[src/rtl/fdiag_pkg.sv]
package fdiag_pkg;

  // Frame tracking for the serial side.
  typedef enum logic [1:0] {
    FR_IDLE = 2'd0,  // chip select high, SO released
    FR_RUN  = 2'd1,  // well-formed frame, shifting enabled
    FR_BAD  = 2'd2   // frame began with SCK high, ignored until CS rises
  } frame_state_t;

  // Index of the over-temperature flag for channel ch.
  function automatic int ot_bit(input int ch);
    return ch;
  endfunction

  // Index of the open-load flag for channel ch, given the channel count.
  function automatic int ol_bit(input int ch, input int n_ch);
    return n_ch + ch;
  endfunction

endpackage

[src/rtl/fdiag_sync.sv]
module fdiag_sync #(
  parameter int          W       = 1,
  parameter int          STAGES  = 2,
  parameter logic [W-1:0] RST_VAL = '0
) (
  input  logic         clk,
  input  logic         rst_n,
  input  logic [W-1:0] d,
  output logic [W-1:0] q
);

  logic [W-1:0] stg [STAGES];

  for (genvar g = 0; g < STAGES; g++) begin : g_stage
    if (g == 0) begin : g_first
      always_ff @(posedge clk or negedge rst_n) begin
        if (!rst_n) stg[g] <= RST_VAL;
        else        stg[g] <= d;
      end
    end else begin : g_rest
      always_ff @(posedge clk or negedge rst_n) begin
        if (!rst_n) stg[g] <= RST_VAL;
        else        stg[g] <= stg[g-1];
      end
    end
  end

  assign q = stg[STAGES-1];

endmodule

[src/rtl/fdiag_flags.sv]
module fdiag_flags #(
  parameter int CH     = 4,
  localparam int FLAG_W = 2 * CH
) (
  input  logic              clk,
  input  logic              rst_n,
  input  logic              clr_s,     // synchronised clear, active low
  input  logic [CH-1:0]     ot_fault,
  input  logic [CH-1:0]     ol_fault,
  output logic [FLAG_W-1:0] flags,
  output logic              irq,
  output logic              out_en
);

  logic [FLAG_W-1:0] flags_q, flags_d, fault_vec;

  // Place each channel's indications at its bit positions.
  for (genvar c = 0; c < CH; c++) begin : g_map
    assign fault_vec[fdiag_pkg::ot_bit(c)]     = ot_fault[c];
    assign fault_vec[fdiag_pkg::ol_bit(c, CH)] = ol_fault[c];
  end

  always_comb begin
    if (!clr_s) flags_d = '0;
    else        flags_d = flags_q | fault_vec;
  end

  always_ff @(posedge clk or negedge rst_n) begin
    if (!rst_n) flags_q <= '0;
    else        flags_q <= flags_d;
  end

  assign flags  = flags_q;
  assign irq    = |flags_q;
  assign out_en = clr_s;

endmodule

[src/rtl/fdiag_shift.sv]
module fdiag_shift #(
  parameter int W = 8
) (
  input  logic         clk,
  input  logic         rst_n,
  input  logic         cs_s,      // synchronised chip select (active low)
  input  logic         sck_s,
  input  logic         si_s,
  input  logic [W-1:0] load_val,
  output logic         so,
  output logic         so_oe
);
  import fdiag_pkg::*;

  logic         cs_d, sck_d;
  logic         cs_fall, cs_rise, sck_rise, sck_fall;
  frame_state_t st_q, st_d;
  logic [W-1:0] sr_q, sr_d;
  logic         so_q, so_d;

  assign cs_fall  =  cs_d & ~cs_s;
  assign cs_rise  = ~cs_d &  cs_s;
  assign sck_rise = ~sck_d &  sck_s;
  assign sck_fall =  sck_d & ~sck_s;

  // Next-state logic
  always_comb begin
    st_d = st_q;
    sr_d = sr_q;
    so_d = so_q;
    unique case (st_q)
      FR_IDLE: begin
        so_d = 1'b0;
        if (cs_fall) begin
          if (sck_s) begin
            st_d = FR_BAD;
          end else begin
            st_d = FR_RUN;
            sr_d = load_val;
          end
        end
      end
      FR_RUN: begin
        if (cs_rise) begin
          st_d = FR_IDLE;
          so_d = 1'b0;
        end else begin
          if (sck_rise) so_d = sr_q[W-1];
          if (sck_fall) sr_d = {sr_q[W-2:0], si_s};
        end
      end
      FR_BAD: begin
        so_d = 1'b0;
        if (cs_rise) st_d = FR_IDLE;
      end
      default: begin
        st_d = FR_IDLE;
        so_d = 1'b0;
      end
    endcase
  end

  // Registers
  always_ff @(posedge clk or negedge rst_n) begin
    if (!rst_n) begin
      cs_d  <= 1'b1;
      sck_d <= 1'b0;
      st_q  <= FR_IDLE;
      sr_q  <= '0;
      so_q  <= 1'b0;
    end else begin
      cs_d  <= cs_s;
      sck_d <= sck_s;
      st_q  <= st_d;
      sr_q  <= sr_d;
      so_q  <= so_d;
    end
  end

  assign so_oe = (st_q != FR_IDLE);
  assign so    = so_q & so_oe;

endmodule

[src/rtl/fault_diag_spi.sv]
module fault_diag_spi #(
  parameter int CHANNELS    = 4,
  parameter int SYNC_STAGES = 2
) (
  input  logic                clk,
  input  logic                rst_n,
  input  logic                clr_n,
  input  logic [CHANNELS-1:0] ot_fault,
  input  logic [CHANNELS-1:0] ol_fault,
  input  logic                cs_n,
  input  logic                sck,
  input  logic                si,
  output logic                so,
  output logic                so_oe,
  output logic                irq,
  output logic                out_en
);

  localparam int FLAG_W = 2 * CHANNELS;

  logic              rst_sync_n;
  logic [3:0]        pins_s;
  logic              clr_s, cs_s, sck_s, si_s;
  logic [FLAG_W-1:0] flags;

  // Reset asserts asynchronously and is released on a clock edge.
  fdiag_sync #(.W(1), .STAGES(SYNC_STAGES), .RST_VAL(1'b0)) u_rst_sync (
    .clk(clk), .rst_n(rst_n), .d(1'b1), .q(rst_sync_n)
  );

  // Pin order {clr, cs, sck, si}; chip select rests high.
  fdiag_sync #(.W(4), .STAGES(SYNC_STAGES), .RST_VAL(4'b0100)) u_pin_sync (
    .clk(clk), .rst_n(rst_sync_n), .d({clr_n, cs_n, sck, si}), .q(pins_s)
  );

  assign {clr_s, cs_s, sck_s, si_s} = pins_s;

  fdiag_flags #(.CH(CHANNELS)) u_flags (
    .clk(clk), .rst_n(rst_sync_n), .clr_s(clr_s),
    .ot_fault(ot_fault), .ol_fault(ol_fault),
    .flags(flags), .irq(irq), .out_en(out_en)
  );

  fdiag_shift #(.W(FLAG_W)) u_shift (
    .clk(clk), .rst_n(rst_sync_n),
    .cs_s(cs_s), .sck_s(sck_s), .si_s(si_s),
    .load_val(flags), .so(so), .so_oe(so_oe)
  );

endmodule

[config.mk]
export PLATFORM = sky130hd
export DESIGN_NAME = fault_diag_spi
export DESIGN_NICKNAME = d
export VERILOG_FILES = /design/src/rtl/fdiag_pkg.sv /design/src/rtl/fdiag_sync.sv /design/src/rtl/fdiag_flags.sv /design/src/rtl/fdiag_shift.sv /design/src/rtl/fault_diag_spi.sv
export SDC_FILE = /design/constraint.sdc
export NUM_CORES = 1
export LEC_CHECK = 0
export ABC_CLOCK_PERIOD_IN_PS = 1250
export BUFFER_PORTS_ARGS = -buffer_cell sky130_fd_sc_hd__buf_2
export CORE_UTILIZATION = 55
export DETAILED_ROUTE_END_ITERATION = 8
export GPL_ROUTABILITY_DRIVEN = 0
export GPL_TIMING_DRIVEN = 0
export PLACE_DENSITY_LB_ADDON = 0.05
export SKIP_CTS_REPAIR_TIMING = 1
export SLEW_MARGIN = 0
export SYNTH_ARGS = -nofsm -noshare
export SYNTH_HDL_FRONTEND = slang
export SYNTH_SLANG_ARGS = --single-unit
[constraint.sdc]
create_clock -name clk -period 1.25 [get_ports clk]
set_input_delay 0.1875 -clock clk [delete_from_list [all_inputs] [get_ports clk]]
set_output_delay 0.1875 -clock clk [all_outputs]
set_load 0.05 [all_outputs]
* Word level (Yosys, flattened, before mapping) *
Cells that the tools add are included.

operators by class
  equality and inequality tests = 8
  muxes and demuxes = 13
  bitwise operators = 10
  reductions and logical operators = 7

operators with widths
  operator                                                count
  2-to-1 mux 8 bit                                        5
  one-hot mux 8 bit (2 select lines)                      1
  bitwise OR 8 bit                                        1
  OR reduction 8 bit                                      1
  2-to-1 mux 2 bit                                        3
  inequality test 2 x 1 -> 1 bit (second input constant)  3
  bitwise AND 1 bit                                       5
  AND reduction 5 bit                                     1
  inequality test 2 bit (second input constant)           2
  inverter 1 bit                                          4
  one-hot mux 2 bit (2 select lines)                      1
  nonzero test 2 bit                                      2
  2-to-1 mux 1 bit                                        3
  inequality test 3 x 1 -> 1 bit (second input constant)  1
  == test 2 x 1 -> 1 bit (second input constant)          1
  == test 2 bit (second input constant)                   1
  zero test 2 bit                                         1
  AND reduction 2 bit                                     1
  OR reduction 2 bit                                      1

word-level totals
  bits in registers = 31
  input port bits = 14
  output and inout port bits = 4

* Longest topological paths before layout *
  depth after elaboration = 5
  mapped depth = 6

* By module *
From an unflattened synthesis, not the netlist that was laid out.

unflattened totals
  cell total of the unflattened synthesis = 88
  area total of the unflattened synthesis = 1261.2 sq um

by module, submodules not included
  module                    instances  cells each  area an instance (sq um)
  fdiag_shift               1          52          685.7
  fdiag_flags               1          21          289.0
  fdiag_sync at u_pin_sync  1          12          232.7
  fdiag_sync at u_rst_sync  1          2           50.0
  fault_diag_spi            1          1           3.8

* Worst setup path after synthesis *
Ideal clock, no wire load.

  path kind = reg-to-reg
  start point = reg u_shift.st_q[0]
  end point = reg u_shift.sr_q[0]
  library setup time = 125 ps
  arrival = 1825 ps
  data required time = 1125 ps
  setup slack = -700 ps
  stages on the path, launching flop included = 7
  buffers on the path = 0
  clock period less this slack = 1950 ps
  cells stage by stage = dfrtp_1 inv_1 ha_1 inv_1 a22oi_2 a21oi_4 mux2_4

on the way
  longest elaborated chain between the ends = 3
  elaborated cells between the ends (all ways) = 9
  classes of those cells = eq/ne: 5; mux: 1; reduce/logical: 3

RTL lines
  item                                                              RTL line           text
  from (decl)                                                       fdiag_shift.sv:17  frame_state_t st_q, st_d;
  from (signal assigned)                                            fdiag_shift.sv:74  st_q <= st_d;
  == test 2 x 1 -> 1 bit / zero test 2 bit (equally long branches)  fdiag_shift.sv:31  unique case (st_q)
  inequality test 2 bit (no line) (tied with other cells)           -
  AND reduction 5 bit (no line)                                     -
  to (signal assigned)                                              fdiag_shift.sv:75  sr_q <= sr_d;
  to (decl)                                                         fdiag_shift.sv:18  logic [W-1:0] sr_q, sr_d;

Parallel ways exist; a longest one is shown, timed or not.
A chain may end at the register's enable or synchronous reset.

* Final worst setup path *
  start point = reg u_shift.st_q[0]
  end point = reg u_shift.sr_q[2]

Same word-level chain as after synthesis.

==> impl_metrics.json <==
{
  "outcome": "complete, but fails checks",
  "violations": "negative setup slack",
  "syn_inst": 86,
  "layout-drive-gt1-share": 0.577,
  "io_pins": 18,
  "grt_pass1_wl_um": 3450,
  "power.density_nw_per_um2": 1980,
  "post_drt_wl_per_cell_um": 14.8,
  "std_cell_rows": 17,
  "fin_crit_sh": 1.34,
  "synth_top_area_share": 0.541,
  "synth_ff_type": "dfrtp_1",
  "worstSetupPathType": "reg -> reg",
  "min_from": "ol_fault[3]",
  "wl_um": 2240,
  "p_sw_mw": 1.10,
  "dpl.hpwl_um": 1340,
  "antenna_cells": 0,
  "clock_sinks": 31,
  "power_mw": 3.34,
  "synth_seq_area_share": 0.602,
  "synth_top_cell_by_area": "dfrtp_1",
  "coreArea_um2": 2210,
  "portBuffers": 17,
  "numCtsBuffers": 5,
  "slew_headroom": 0.598,
  "cts.clk_slew.worst_paths_ns": 0.10,
  "gr-total-overflow": 0,
  "synth_nets": 103,
  "final_common_cell": "dfrtp_1",
  "arrival_ns": 1.88,
  "crit_required_ns": 1.46,
  "firstDrtPassIters": 4,
  "synth.avg_cell_area_um2": 15.1,
  "crit_path_start_kind": "flip-flop",
  "clk_latency_ns": 0.32,
  "p_leak_nw": 0.769,
  "slew_violations": 0,
  "grt_pass1_vias": 762,
  "max_freq_mhz": 598,
  "ys_warn_count": 0,
  "rsz0062_at_grt": "yes",
  "die_h_um": 50.5,
  "root_buffer": "clkbuf_4",
  "cap_viol_max_count": 0,
  "hold_violations": 0,
  "switching_share": 0.330,
  "track_usage": 0.190,
  "cp-end-kind": "flip-flop",
  "htreeDepth": 2,
  "synth.area.top_cells": "dfrtp_1 (54%), mux2_4 (9.3%), mux2_2 (7.0%), dfstp_2 (6.1%), o21a_1 (4.6%)",
  "grtUsageMet1": 0.245,
  "synthArstFlopShare": 1.00,
  "area_delta_synth_final_pct": 30.3,
  "drtIter0Drc": 3,
  "synth-seq-cells": 31,
  "via_count": 791,
  "nFillCells": 160,
  "start_util": 0.585,
  "final_util": 0.763,
  "antenna_found_initial": 0,
  "route.detailed.drc": 0,
  "crit_fanout": 9,
  "seq_area_um2": 782,
  "grt_max_degree": 30,
  "setup_ws_ns": -0.421,
  "netlist_area_um2": 1290,
  "final_cell_mix": "dfrtp_1 (26), buf_2 (14), o21a_1 (8), mux2_2 (8), mux2_4 (8)",
  "ctsLongestPathBuffers": 2,
  "r2r-start": "u_shift.st_q[0]",
  "worst_pin_slew_ns": 0.602,
  "finalClockSkew_ns": 0.00434,
  "met3_usage": 0.0545,
  "synth-edff-count": 0,
  "power_frac_comb": 0.439,
  "cellInternalPower_mw": 2.24,
  "seq_power_share": 0.400,
  "critical_path.startpoint": "u_shift.st_q[0]",
  "die_area_um2": 2550,
  "hold_path_class": "in -> reg",
  "viasPerCell": 5.24,
  "die-width_um": 50.5,
  "synthDistinctLibCells": 27,
  "final-setup-viol-count": 13,
  "cts_tree": "built",
  "finalCriticalPeriod_ns": 1.67,
  "peakVddDrop_v": 0.00165,
  "use_met2": 0.300,
  "ant_nets": 0,
  "grt-busiest-layer": "met2",
  "clkPwrFrac": 0.160,
  "multi_input_area_um2": 556,
  "num-nets-final": 139,
  "fin_hold_ws_ns": 0.0671
}
## cells in the mapped netlist, types with 2 or more instances
master	n
inv_1	4
mux2_4	8
mux2_2	8
nand2_1	3
dfrtp_1	28
dfstp_2	3
ha_1	3
nor2b_1	2
o21a_1	8
nor4_1	2
## per-stage QoR
step	setup slack [ns]	cell area [um^2]	instances	setup TNS [ns]
after floorplan	-0.453	1310	86	-4.20
after global placement	-0.481	1430	131	-3.88
after global routing	-0.480	1690	151	-5.10
after detailed placement	-0.496	1430	131	-4.08
after CTS	-0.516	1480	139	-5.29
final	-0.421	1690	151	-4.27
## power groups by stage
stage                     clock network (mW)  logic (mW)  registers, mW
after detailed placement                   0        1.05           1.35
after global placement                     0        1.00           1.34
after global routing                   0.600        1.56           1.37
final                                  0.536        1.47           1.34
after floorplan                            0       0.878           1.31
after CTS                              0.553        1.05           1.33
## cell families (layout without fill, tap and decap cells)
family,after synthesis,count (layout),synth area share
flip-flops,31,31,0.602
adder cells (fa/ha/maj),3,3,0.0290
other,1,1,0.00290
AO/OA/AOI/OAI,15,15,0.0986
multiplexers,17,17,0.170
buffers and inverters,6,43,0.0203
AND/OR/NAND/NOR,13,13,0.0773
## path summary, 6_finish.rpt
path                                         end  slack (ns)  cells past startpoint
worst max-delay path             u_shift.sr_q[2]       -0.42                      6
worst min-delay path            u_flags.flags[7]        0.07                      2
worst max register to register   u_shift.sr_q[2]       -0.42                      6
worst min register to register   u_shift.sr_q[0]        0.28                      0
max in group asynchronous        u_shift.st_q[0]        0.55                      0
min in group asynchronous           u_rst_sync.q        0.20                      2
## final cells by class
| cell class | instances | area share |
|---|---|---|
| plain buffers | 2 | 0.00890 |
| clock buffers | 5 | 0.0222 |
| clock inverters | 3 | 0.00890 |
| inverters | 4 | 0.0126 |
| multi-input cells | 49 | 0.329 |
| flip-flops and latches | 31 | 0.463 |
| well taps | 28 | 0.0208 |
| repair buffers | 29 | 0.134 |
## per-layer routing
| metal | vias up | share of wire | routed length (um) |
|---|---|---|---|
| met5 | - | 0 | 0 |
| met4 | 0 | 0.016 | 36 |
| met3 | 5 | 0.027 | 61 |
| met2 | 15 | 0.51 | 1150 |
| met1 | 393 | 0.44 | 995 |
| li1 | 378 | - | - |
## registers in the layout, indices dropped and copies added (netlist names)
| signal | flops |
|---|---|
| u_rst_sync.stg | 1 |
| u_shift.cs_d | 1 |
| u_pin_sync.stg | 4 |
| u_pin_sync.q | 4 |
| u_shift.sck_d | 1 |
| u_shift.st_q | 2 |
| u_rst_sync.q | 1 |
| u_shift.so_q | 1 |
| u_flags.flags | 8 |
| u_shift.sr_q | 8 |
## worst max-delay path, cell delays in order, from the launching register on
cell and delay [ns]:
dfrtp_2 0.45, ha_1 0.22, buf_6 0.15, a22oi_2 0.24, a21oi_4 0.06, buf_12 0.15, mux2_4 0.29
Power figures use the tool's default switching activity.
